==> src/rtl/sch_pkg.sv <==
package sch_pkg;
  localparam int CRC_W = 16;
  localparam logic [CRC_W-1:0] POLY_CRC16 = 16'h8005;
  localparam logic [CRC_W-1:0] POLY_CCITT = 16'h1021;

  typedef enum logic {
    CRC_KIND_16    = 1'b0,
    CRC_KIND_CCITT = 1'b1
  } crc_kind_e;

  function automatic logic [CRC_W-1:0] pick_poly(input crc_kind_e kind);
    return (kind == CRC_KIND_CCITT) ? POLY_CCITT : POLY_CRC16;
  endfunction
endpackage

==> src/rtl/sch_sync_detect.sv <==
module sch_sync_detect #(
  parameter int CHAR_W = 8
) (
  input  logic              clk,
  input  logic              rst_n,
  input  logic              clear,
  input  logic              shift_en,
  input  logic              bit_in,
  input  logic              dual,
  input  logic [CHAR_W-1:0] pat_a,
  input  logic [CHAR_W-1:0] pat_b,
  output logic              match
);
  localparam int HW = 2 * CHAR_W;
  localparam int FW = $clog2(HW + 1);
  localparam logic [FW-1:0] FILL_FULL = FW'(HW);
  localparam logic [FW-1:0] FILL_ONE  = FW'(CHAR_W);

  logic [HW-1:0] hist_q, hist_nxt;
  logic [FW-1:0] fill_q, fill_nxt;
  logic          hit_single, hit_dual;

  // Window including the bit being accepted this cycle
  assign hist_nxt = {hist_q[HW-2:0], bit_in};
  assign fill_nxt = (fill_q == FILL_FULL) ? fill_q : fill_q + 1'b1;

  assign hit_single = (fill_nxt >= FILL_ONE)  && (hist_nxt[CHAR_W-1:0] == pat_a);
  assign hit_dual   = (fill_nxt == FILL_FULL) && (hist_nxt == {pat_a, pat_b});
  assign match      = shift_en && (dual ? hit_dual : hit_single);

  always_ff @(posedge clk or negedge rst_n) begin
    if (!rst_n) begin
      hist_q <= '0;
      fill_q <= '0;
    end else if (clear) begin
      hist_q <= '0;
      fill_q <= '0;
    end else if (shift_en) begin
      hist_q <= hist_nxt;
      fill_q <= fill_nxt;
    end
  end
endmodule

==> src/rtl/sch_char_asm.sv <==
module sch_char_asm #(
  parameter int CHAR_W = 8
) (
  input  logic              clk,
  input  logic              rst_n,
  input  logic              restart,
  input  logic              bit_en,
  input  logic              bit_in,
  input  logic              out_ready,
  output logic              out_valid,
  output logic [CHAR_W-1:0] out_data
);
  localparam int CW = $clog2(CHAR_W);
  localparam logic [CW-1:0] LAST = CW'(CHAR_W - 1);

  logic [CW-1:0]     cnt_q;
  logic [CHAR_W-1:0] sh_q;
  logic              done;

  assign done = bit_en && !restart && (cnt_q == LAST);

  always_ff @(posedge clk or negedge rst_n) begin
    if (!rst_n) begin
      cnt_q <= '0;
      sh_q  <= '0;
    end else if (restart) begin
      cnt_q <= '0;
      sh_q  <= '0;
    end else if (bit_en) begin
      sh_q  <= {sh_q[CHAR_W-2:0], bit_in};
      cnt_q <= done ? '0 : cnt_q + 1'b1;
    end
  end

  always_ff @(posedge clk or negedge rst_n) begin
    if (!rst_n) begin
      out_valid <= 1'b0;
      out_data  <= '0;
    end else if (done) begin
      out_valid <= 1'b1;
      out_data  <= {sh_q[CHAR_W-2:0], bit_in};
    end else if (out_ready) begin
      out_valid <= 1'b0;
    end
  end
endmodule

==> src/rtl/sch_crc.sv <==
module sch_crc
  import sch_pkg::*;
(
  input  logic             clk,
  input  logic             rst_n,
  input  logic             load,
  input  logic             preset_ones,
  input  logic             step,
  input  logic             bit_in,
  input  crc_kind_e        kind,
  output logic [CRC_W-1:0] crc
);
  logic [CRC_W-1:0] poly, nxt;
  logic             fb;

  assign poly = pick_poly(kind);
  assign fb   = crc[CRC_W-1] ^ bit_in;

  for (genvar i = 0; i < CRC_W; i++) begin : g_tap
    if (i == 0) begin : g_lsb
      assign nxt[i] = fb & poly[i];
    end else begin : g_mid
      assign nxt[i] = crc[i-1] ^ (fb & poly[i]);
    end
  end

  always_ff @(posedge clk or negedge rst_n) begin
    if (!rst_n)      crc <= '0;
    else if (load)   crc <= preset_ones ? '1 : '0;
    else if (step)   crc <= nxt;
  end
endmodule

==> src/rtl/sch_hunter.sv <==
module sch_hunter
  import sch_pkg::*;
#(
  parameter int CHAR_W = 8
) (
  input  logic              clk,
  input  logic              rst_n,
  input  logic              bit_valid,
  output logic              bit_ready,
  input  logic              bit_in,
  input  logic              ext_mode,
  input  logic              ext_sync,
  input  logic              dual_sync,
  input  logic [CHAR_W-1:0] sync_a,
  input  logic [CHAR_W-1:0] sync_b,
  input  logic              enter_hunt,
  input  logic              crc_sel,
  input  logic              crc_preset_ones,
  output logic              char_valid,
  input  logic              char_ready,
  output logic [CHAR_W-1:0] char_data,
  output logic              hunting,
  output logic              sync_found,
  output logic              crc_ok
);
  logic             take, pat_match, ext_hit, lock_now, bit_en;
  logic [CRC_W-1:0] crc_q;

  assign bit_ready = !char_valid || char_ready;
  assign take      = bit_valid && bit_ready;
  assign ext_hit   = hunting && ext_mode && ext_sync;
  assign lock_now  = !enter_hunt && (pat_match || ext_hit);
  assign bit_en    = take && !hunting && !enter_hunt;

  sch_sync_detect #(.CHAR_W(CHAR_W)) u_detect (
    .clk      (clk),
    .rst_n    (rst_n),
    .clear    (enter_hunt || !hunting),
    .shift_en (take && hunting && !ext_mode),
    .bit_in   (bit_in),
    .dual     (dual_sync),
    .pat_a    (sync_a),
    .pat_b    (sync_b),
    .match    (pat_match)
  );

  sch_char_asm #(.CHAR_W(CHAR_W)) u_asm (
    .clk       (clk),
    .rst_n     (rst_n),
    .restart   (enter_hunt || lock_now),
    .bit_en    (bit_en),
    .bit_in    (bit_in),
    .out_ready (char_ready),
    .out_valid (char_valid),
    .out_data  (char_data)
  );

  sch_crc u_crc (
    .clk         (clk),
    .rst_n       (rst_n),
    .load        (lock_now),
    .preset_ones (crc_preset_ones),
    .step        (bit_en),
    .bit_in      (bit_in),
    .kind        (crc_kind_e'(crc_sel)),
    .crc         (crc_q)
  );

  always_ff @(posedge clk or negedge rst_n) begin
    if (!rst_n) begin
      hunting    <= 1'b1;
      sync_found <= 1'b0;
    end else begin
      sync_found <= lock_now;
      if (enter_hunt)    hunting <= 1'b1;
      else if (lock_now) hunting <= 1'b0;
    end
  end

  assign crc_ok = !hunting && (crc_q == '0);
endmodule

==> config.mk <==
export PLATFORM = sky130hd
export DESIGN_NAME = sch_hunter
export DESIGN_NICKNAME = d
export VERILOG_FILES = /design/src/rtl/sch_pkg.sv /design/src/rtl/sch_sync_detect.sv /design/src/rtl/sch_char_asm.sv /design/src/rtl/sch_crc.sv /design/src/rtl/sch_hunter.sv
export SDC_FILE = /design/constraint.sdc
export NUM_CORES = 1
export LEC_CHECK = 0
export BUFFER_PORTS_ARGS = -buffer_cell sky130_fd_sc_hd__buf_4
export CAP_MARGIN = 20
export CORE_MARGIN = 1
export CORE_UTILIZATION = 30
export DETAILED_ROUTE_END_ITERATION = 12
export SLEW_MARGIN = 0
export SYNTH_ARGS = -nofsm -noshare
export SYNTH_HDL_FRONTEND = slang
export SYNTH_SLANG_ARGS = --single-unit
==> constraint.sdc <==
create_clock -name clk -period 2.5 [get_ports clk]
set_clock_uncertainty 0.1 [all_clocks]
set_input_delay 0.5 -clock clk [delete_from_list [all_inputs] [get_ports clk]]
set_output_delay 0.5 -clock clk [all_outputs]
set_load 0.05 [all_outputs]
Word-level counts from Yosys, hierarchy flattened. Index checks and enable logic that the tools add are counted.

Bits in registers: 57. Word-level logic and storage cells: 97.

$add $sub $neg: 2. Order comparisons: 1. Equality and inequality tests: 5. Muxes and demuxes: 19. Bitwise operators: 32. Reduce and logical (&&, ||, !) cells: 29.

Operators with widths (count): 2-to-1 mux 16 bit (4); 2-to-1 mux 15 bit (2); AND 1 bit (16); equality test 16 bit (1); logical NOT 16 bit (1); XOR 1 bit (16); 2-to-1 mux 5 bit (3); logical AND 1 bit (14); 2-to-1 mux 7 bit (2); equality test 5 bit, second input constant (2); nonzero test 2 bit (5); 2-to-1 mux 3 bit (3); equality test 8 bit (1); adder 5 x 1 -> 5 bit, second input constant (1); greater-or-equal comparator 5 x 4 -> 1 bit, second input constant (1); logical NOT 1 bit (5); 2-to-1 mux 1 bit (5); logical OR 1 bit (4); adder 3 x 1 -> 3 bit, second input constant (1); equality test 3 bit, second input constant (1).

Depth between registers and ports, before layout.
Word-level depth: 15. Depth in mapped cells: 9.

Cells and area by module. Synthesis repeated with hierarchy kept, for this count alone.

Cell total of the unflattened synthesis: 272. Area total of the unflattened synthesis: 3005.4 um2.

Modules (own cells, without submodules): sch_sync_detect (times used 1, cells an instance 124, area each 1261.2 um2); sch_char_asm (times used 1, cells an instance 56, area each 809.5 um2); sch_crc (times used 1, cells an instance 73, area each 779.5 um2); sch_hunter (times used 1, cells an instance 19, area each 155.1 um2).

Worst setup path after synthesis. No wires, ideal clock.

Path kind: flip-flop to output port. Start: reg hunting. End: out crc_ok. Arrival time: 2.312 ns. Required time: 1.900 ns. Path slack: -0.412 ns. Stages on the path, launching flop included: 4. Buffers on the path: 0. Cell sequence: dfstp_2 -> nor4_1 -> nand4_1 -> nor4_1.

Word-level cells in the longest chain between the ends: 2.

RTL lines: from (decl) (line sch_hunter.sv:22) `output logic hunting,`; from (signal assigned) (line sch_hunter.sv:71) `hunting <= 1'b1;`; from (signal assigned) (line sch_hunter.sv:75) `if (enter_hunt) hunting <= 1'b1;`; from (signal assigned) (line sch_hunter.sv:76) `else if (lock_now) hunting <= 1'b0;`; logical NOT 1 bit (line sch_hunter.sv:80) `assign crc_ok = !hunting && (crc_q == '0);`; logical AND 1 bit (line sch_hunter.sv:80); to (decl) (line sch_hunter.sv:24) `output logic crc_ok`.

Every way passes these cells.

Worst setup path in the final report.
Start: reg u_detect.fill_q[1]. End: reg u_crc.crc[7].

Word-level cells in the longest chain between the ends: 9. Elaborated cells on any way between the ends: 13. Those cells by class: add/sub (1); order compare (1); eq/ne (2); mux (3); reduce/logical (6).

RTL lines: from (decl) (line sch_sync_detect.sv:20) `logic [FW-1:0] fill_q, fill_nxt;`; from (signal assigned) (line sch_sync_detect.sv:40) `fill_q <= fill_nxt;`; adder 5 x 1 -> 5 bit / equality test 5 bit (equally long branches) (line sch_sync_detect.sv:25) `assign fill_nxt = (fill_q == FILL_FULL) ? fill_q : fill_q + 1'b1;`; 2-to-1 mux 5 bit (*) (line sch_sync_detect.sv:25); greater-or-equal comparator 5 x 4 -> 1 bit / equality test 5 bit (equally long branches) (line sch_sync_detect.sv:27, sch_sync_detect.sv:28); logical AND 1 bit (on tied branches) (line sch_sync_detect.sv:27, sch_sync_detect.sv:28); 2-to-1 mux 1 bit (*) (line sch_sync_detect.sv:29) `assign match = shift_en && (dual ? hit_dual : hit_single);`; logical AND 1 bit (*) (line sch_sync_detect.sv:29); logical OR 1 bit (*) (line sch_hunter.sv:32) `assign lock_now = !enter_hunt && (pat_match || ext_hit);`; logical AND 1 bit (*) (line sch_hunter.sv:32); 2-to-1 mux 16 bit / nonzero test 2 bit (equally long branches); to (signal assigned) (line sch_crc.sv:29) `else if (load) crc <= preset_ones ? '1 : '0;`; to (signal assigned) (line sch_crc.sv:30) `else if (step) crc <= nxt;`; to (decl) (line sch_crc.sv:11) `output logic [CRC_W-1:0] crc`.

Mark *: on every way between the ends. The rest lies on a longest branch, timed or not. A chain may end at the register's enable or synchronous reset.

==> impl_metrics.env <==
export IMPL_grtUsageTotal_pct=13.9
export IMPL_async_reset_ff_share_pct=100
export IMPL_place_ws_ns=0.0457
export IMPL_slowest_delay_ns=0.42
export IMPL_reg2regPathDepth=9
export IMPL_finalWeightedCongestion=0.768
export IMPL_syn_nets=317
export IMPL_synth_avg_cell_area_sq_um=10.3
export IMPL_crit_path_end_kind="register"
export IMPL_synthTopCellsByCount="dfrtp_1 (56), nor2_1 (42), xnor2_1 (28), nand2_1 (27), mux2_2 (25)"
export IMPL_crit_end="u_crc.crc[7]"
export IMPL_cts_sinks=57
export IMPL_path_clk_slew_ns=0.07
export IMPL_synth_seq_cells=57
export IMPL_slew_limit_headroom_pct=51.7
export IMPL_place_inst=450
export IMPL_avgRoutedWirePerCell_um=13.9
export IMPL_cts_setup_buffers=0
export IMPL_fp_dieH_um=101
export IMPL_grt_pass1_wl_um=10800
export IMPL_htreeDepth=3
export IMPL_cts_root_buf="clkbuf_8"
export IMPL_drt_wl_total_um=6500
export IMPL_drv_cap=0
export IMPL_start_kind="register"
export IMPL_clk_latency_ns=0.34
export IMPL_r2r_start="u_detect.fill_q[1]"
export IMPL_final_cells=467
export IMPL_cp_max_fo=17
export IMPL_cts_tree="done"
export IMPL_hold_path_class="primary input to async pin"
export IMPL_viasPerCell=4.78
export IMPL_synth_fa_ha_area_share_pct=1.70
export IMPL_period_needed_ns=2.33
export IMPL_grt_max_degree=58
export IMPL_area_growth_pct=25.4
export IMPL_setup_slack_ns=0.166
export IMPL_drt_iter0_markers=95
export IMPL_clk_path_buf_depth=2
export IMPL_synth_area_leaders="dfrtp_1 (48%), mux2_2 (9.6%), xnor2_1 (8.4%), nor2_1 (5.4%), a22o_1 (4.8%)"
export IMPL_die_w_um=101
export IMPL_crit_arrival_ns=2.45
export IMPL_nets=364
export IMPL_port_buffers=39
export IMPL_synth_area_sq_um=2940
export IMPL_grt_pass1_vias=2217
export IMPL_ir_drop_v=0.000280
export IMPL_yosys_area_share_simple_pct=18.2
export IMPL_crit_start="u_detect.fill_q[1]"
export IMPL_finalHoldViolations=0
export IMPL_power_leakage_nw=1.62
export IMPL_synth_top_area_share_pct=47.7
export IMPL_antenna_found_initial=0
export IMPL_ys_warn_count=0
export IMPL_core_sq_um=9370
export IMPL_ant_nets=0
export IMPL_path_class="register to register"
export IMPL_critical_path_slowest_cell="dfrtp_1"
export IMPL_worstPathCellList="inv_1 -> ha_1 -> and4bb_2 -> nor2_1 -> nor3_2 -> nand4_2 -> a21oi_4 -> buf_12 -> mux2_2"
export IMPL_synth_xor_xnor_area_share_pct=9.54
export IMPL_synth_top_family_by_area="simple AND/OR/NAND/NOR gates"
export IMPL_synthCells=286
export IMPL_rsz0062_at_grt="false"
export IMPL_cts_buffers_inserted=9
export IMPL_die_area_sq_um=10200
export IMPL_synthDistinctLibCells=33
export IMPL_ys_seq_area_share_pct=48.6
export IMPL_setup_violations=0
export IMPL_maxSlewViolCount=0
export IMPL_worstMarginPinSlew_ns=0.725
export IMPL_nFillCells=955
export IMPL_synth_most_common_cell="dfrtp_1"
export IMPL_required_ns=2.62
export IMPL_drc=0
export IMPL_ios=40
export IMPL_final_area_sq_um=3680
export IMPL_yosys_mux_area_fraction_pct=9.59
export IMPL_synthFlopType="dfrtp_1"
export IMPL_r2r_slack_ns=0.17
export IMPL_antennaDiodeCount=0
export IMPL_fmax_mhz=429
export IMPL_synth_edf_count=0
export IMPL_power_density_nw_per_um2=677
export IMPL_fin_crit_sh_pct=93.3
export IMPL_drive_gt1_share_pct=28.7
export IMPL_place_hpwl_um=4510
export IMPL_yosysTopAreaCell="dfrtp_1"
export IMPL_setup_tns_ns=0
export IMPL_rows=35
export IMPL_r2r_end="u_crc.crc[7]"
export IMPL_placed_cell_area_sq_um=3430
export IMPL_status="completed"
export IMPL_whs_ns=0.112
export IMPL_initial_core_util_pct=31.3
export IMPL_synth_compound_area_share_pct=10.1
export IMPL_num_vias=2230
export IMPL_finalPower_mw=2.49
export IMPL_fin_util_pct=39.3
export IMPL_first_pass_iters=4
export IMPL_grt_overflow_total=0
report_power, final:
part,internal [mW],switching (mW),total [mW],leakage (nW)
clock,0.694,0.374,1.07,0.121
sequential,1.00,0.0784,1.08,0.755
combinational,0.182,0.162,0.343,0.743
critical path, delay by kind of cell (launching register included):
family | cells | cell delay, ns
and+or+nand+nor | 4 | 0.77
AOI/OAI and AO/OA | 1 | 0.20
DFF | 1 | 0.42
buffers and inverters | 2 | 0.24
adders and majority gates | 1 | 0.14
muxes | 1 | 0.34
logic make-up (layout without fill, tap and decap cells):
| logic type | after synthesis | after routing |
|---|---|---|
| AOI/OAI and AO/OA | 43 | 43 |
| and+or+nand+nor | 110 | 110 |
| DFF | 57 | 57 |
| adders and majority gates | 4 | 4 |
| buffers and inverters | 15 | 67 |
| xor gates and xnor gates | 32 | 32 |
| muxes | 25 | 25 |
metal layers:
metal | share of wire, % | track usage (%) | up-vias
met4 | 2.3 | 6.91 | 0
met5 | 0 | 0 | -
met1 | 46 | 16.7 | 1090
met3 | 3.2 | 3.05 | 15
met2 | 49 | 23.3 | 37
li1 | - | - | 1088
sequential cells by signal (all words and copies together), names as in the netlist:
register	flops
u_asm.out_data	8
u_detect.hist_q	15
u_asm.cnt_q	3
hunting	1
u_crc.crc	16
sync_found	1
u_asm.sh_q	7
u_detect.fill_q	5
u_asm.out_valid	1
worst min-delay path by stage:
stage / to / slack, ns / start / cells past startpoint
finish: u_asm.out_data[3] / 0.11 / rst_n / 1
detailed placement: u_asm.sh_q[2] / 0.39 / u_asm.sh_q[1] / 2
floorplan: sync_found / 0.10 / rst_n / 0
global placement: u_asm.sh_q[1] / 0.39 / u_asm.sh_q[0] / 2
global route: u_asm.out_data[3] / 0.16 / rst_n / 1
CTS: u_asm.out_data[3] / 0.13 / rst_n / 1
layout make-up:
type | instances | area (sq um) | share of cell area [%]
Inverter | 2 | 7.51 | 0.204
Tap cell | 129 | 161 | 4.38
Timing Repair Buffer | 49 | 380 | 10.3
Clock inverter | 4 | 98.8 | 2.68
Clock buffer | 12 | 145 | 3.94
Multi-Input combinational cell | 214 | 1460 | 39.7
Sequential cell | 57 | 1430 | 38.8
cells in the final DEF, fill, tap and decap left out, types with 3 or more instances in the layout:
| cell | instances |
|---|---|
| dfrtp_1 | 56 |
| buf_4 | 48 |
| nor2_1 | 42 |
| xnor2_1 | 28 |
| nand2_1 | 27 |
| mux2_2 | 25 |
| o21ai_0 | 18 |
| a22o_1 | 16 |
| clkbuf_8 | 10 |
| nand3b_1 | 7 |
| nand4_1 | 5 |
| nand3_1 | 5 |
| xor2_1 | 4 |
| a21oi_1 | 4 |
| ha_1 | 4 |
| and3_1 | 3 |
| nor4_1 | 3 |
| or3_1 | 3 |
| nor2b_1 | 3 |
| bufinv_16 | 3 |
timing repair:
item,in CTS,in global routing
resized for setup,0,1
endpoints found under the setup margin,0,16
hold buffers,0,0
No activity file was read; power rests on OpenSTA's default activity.
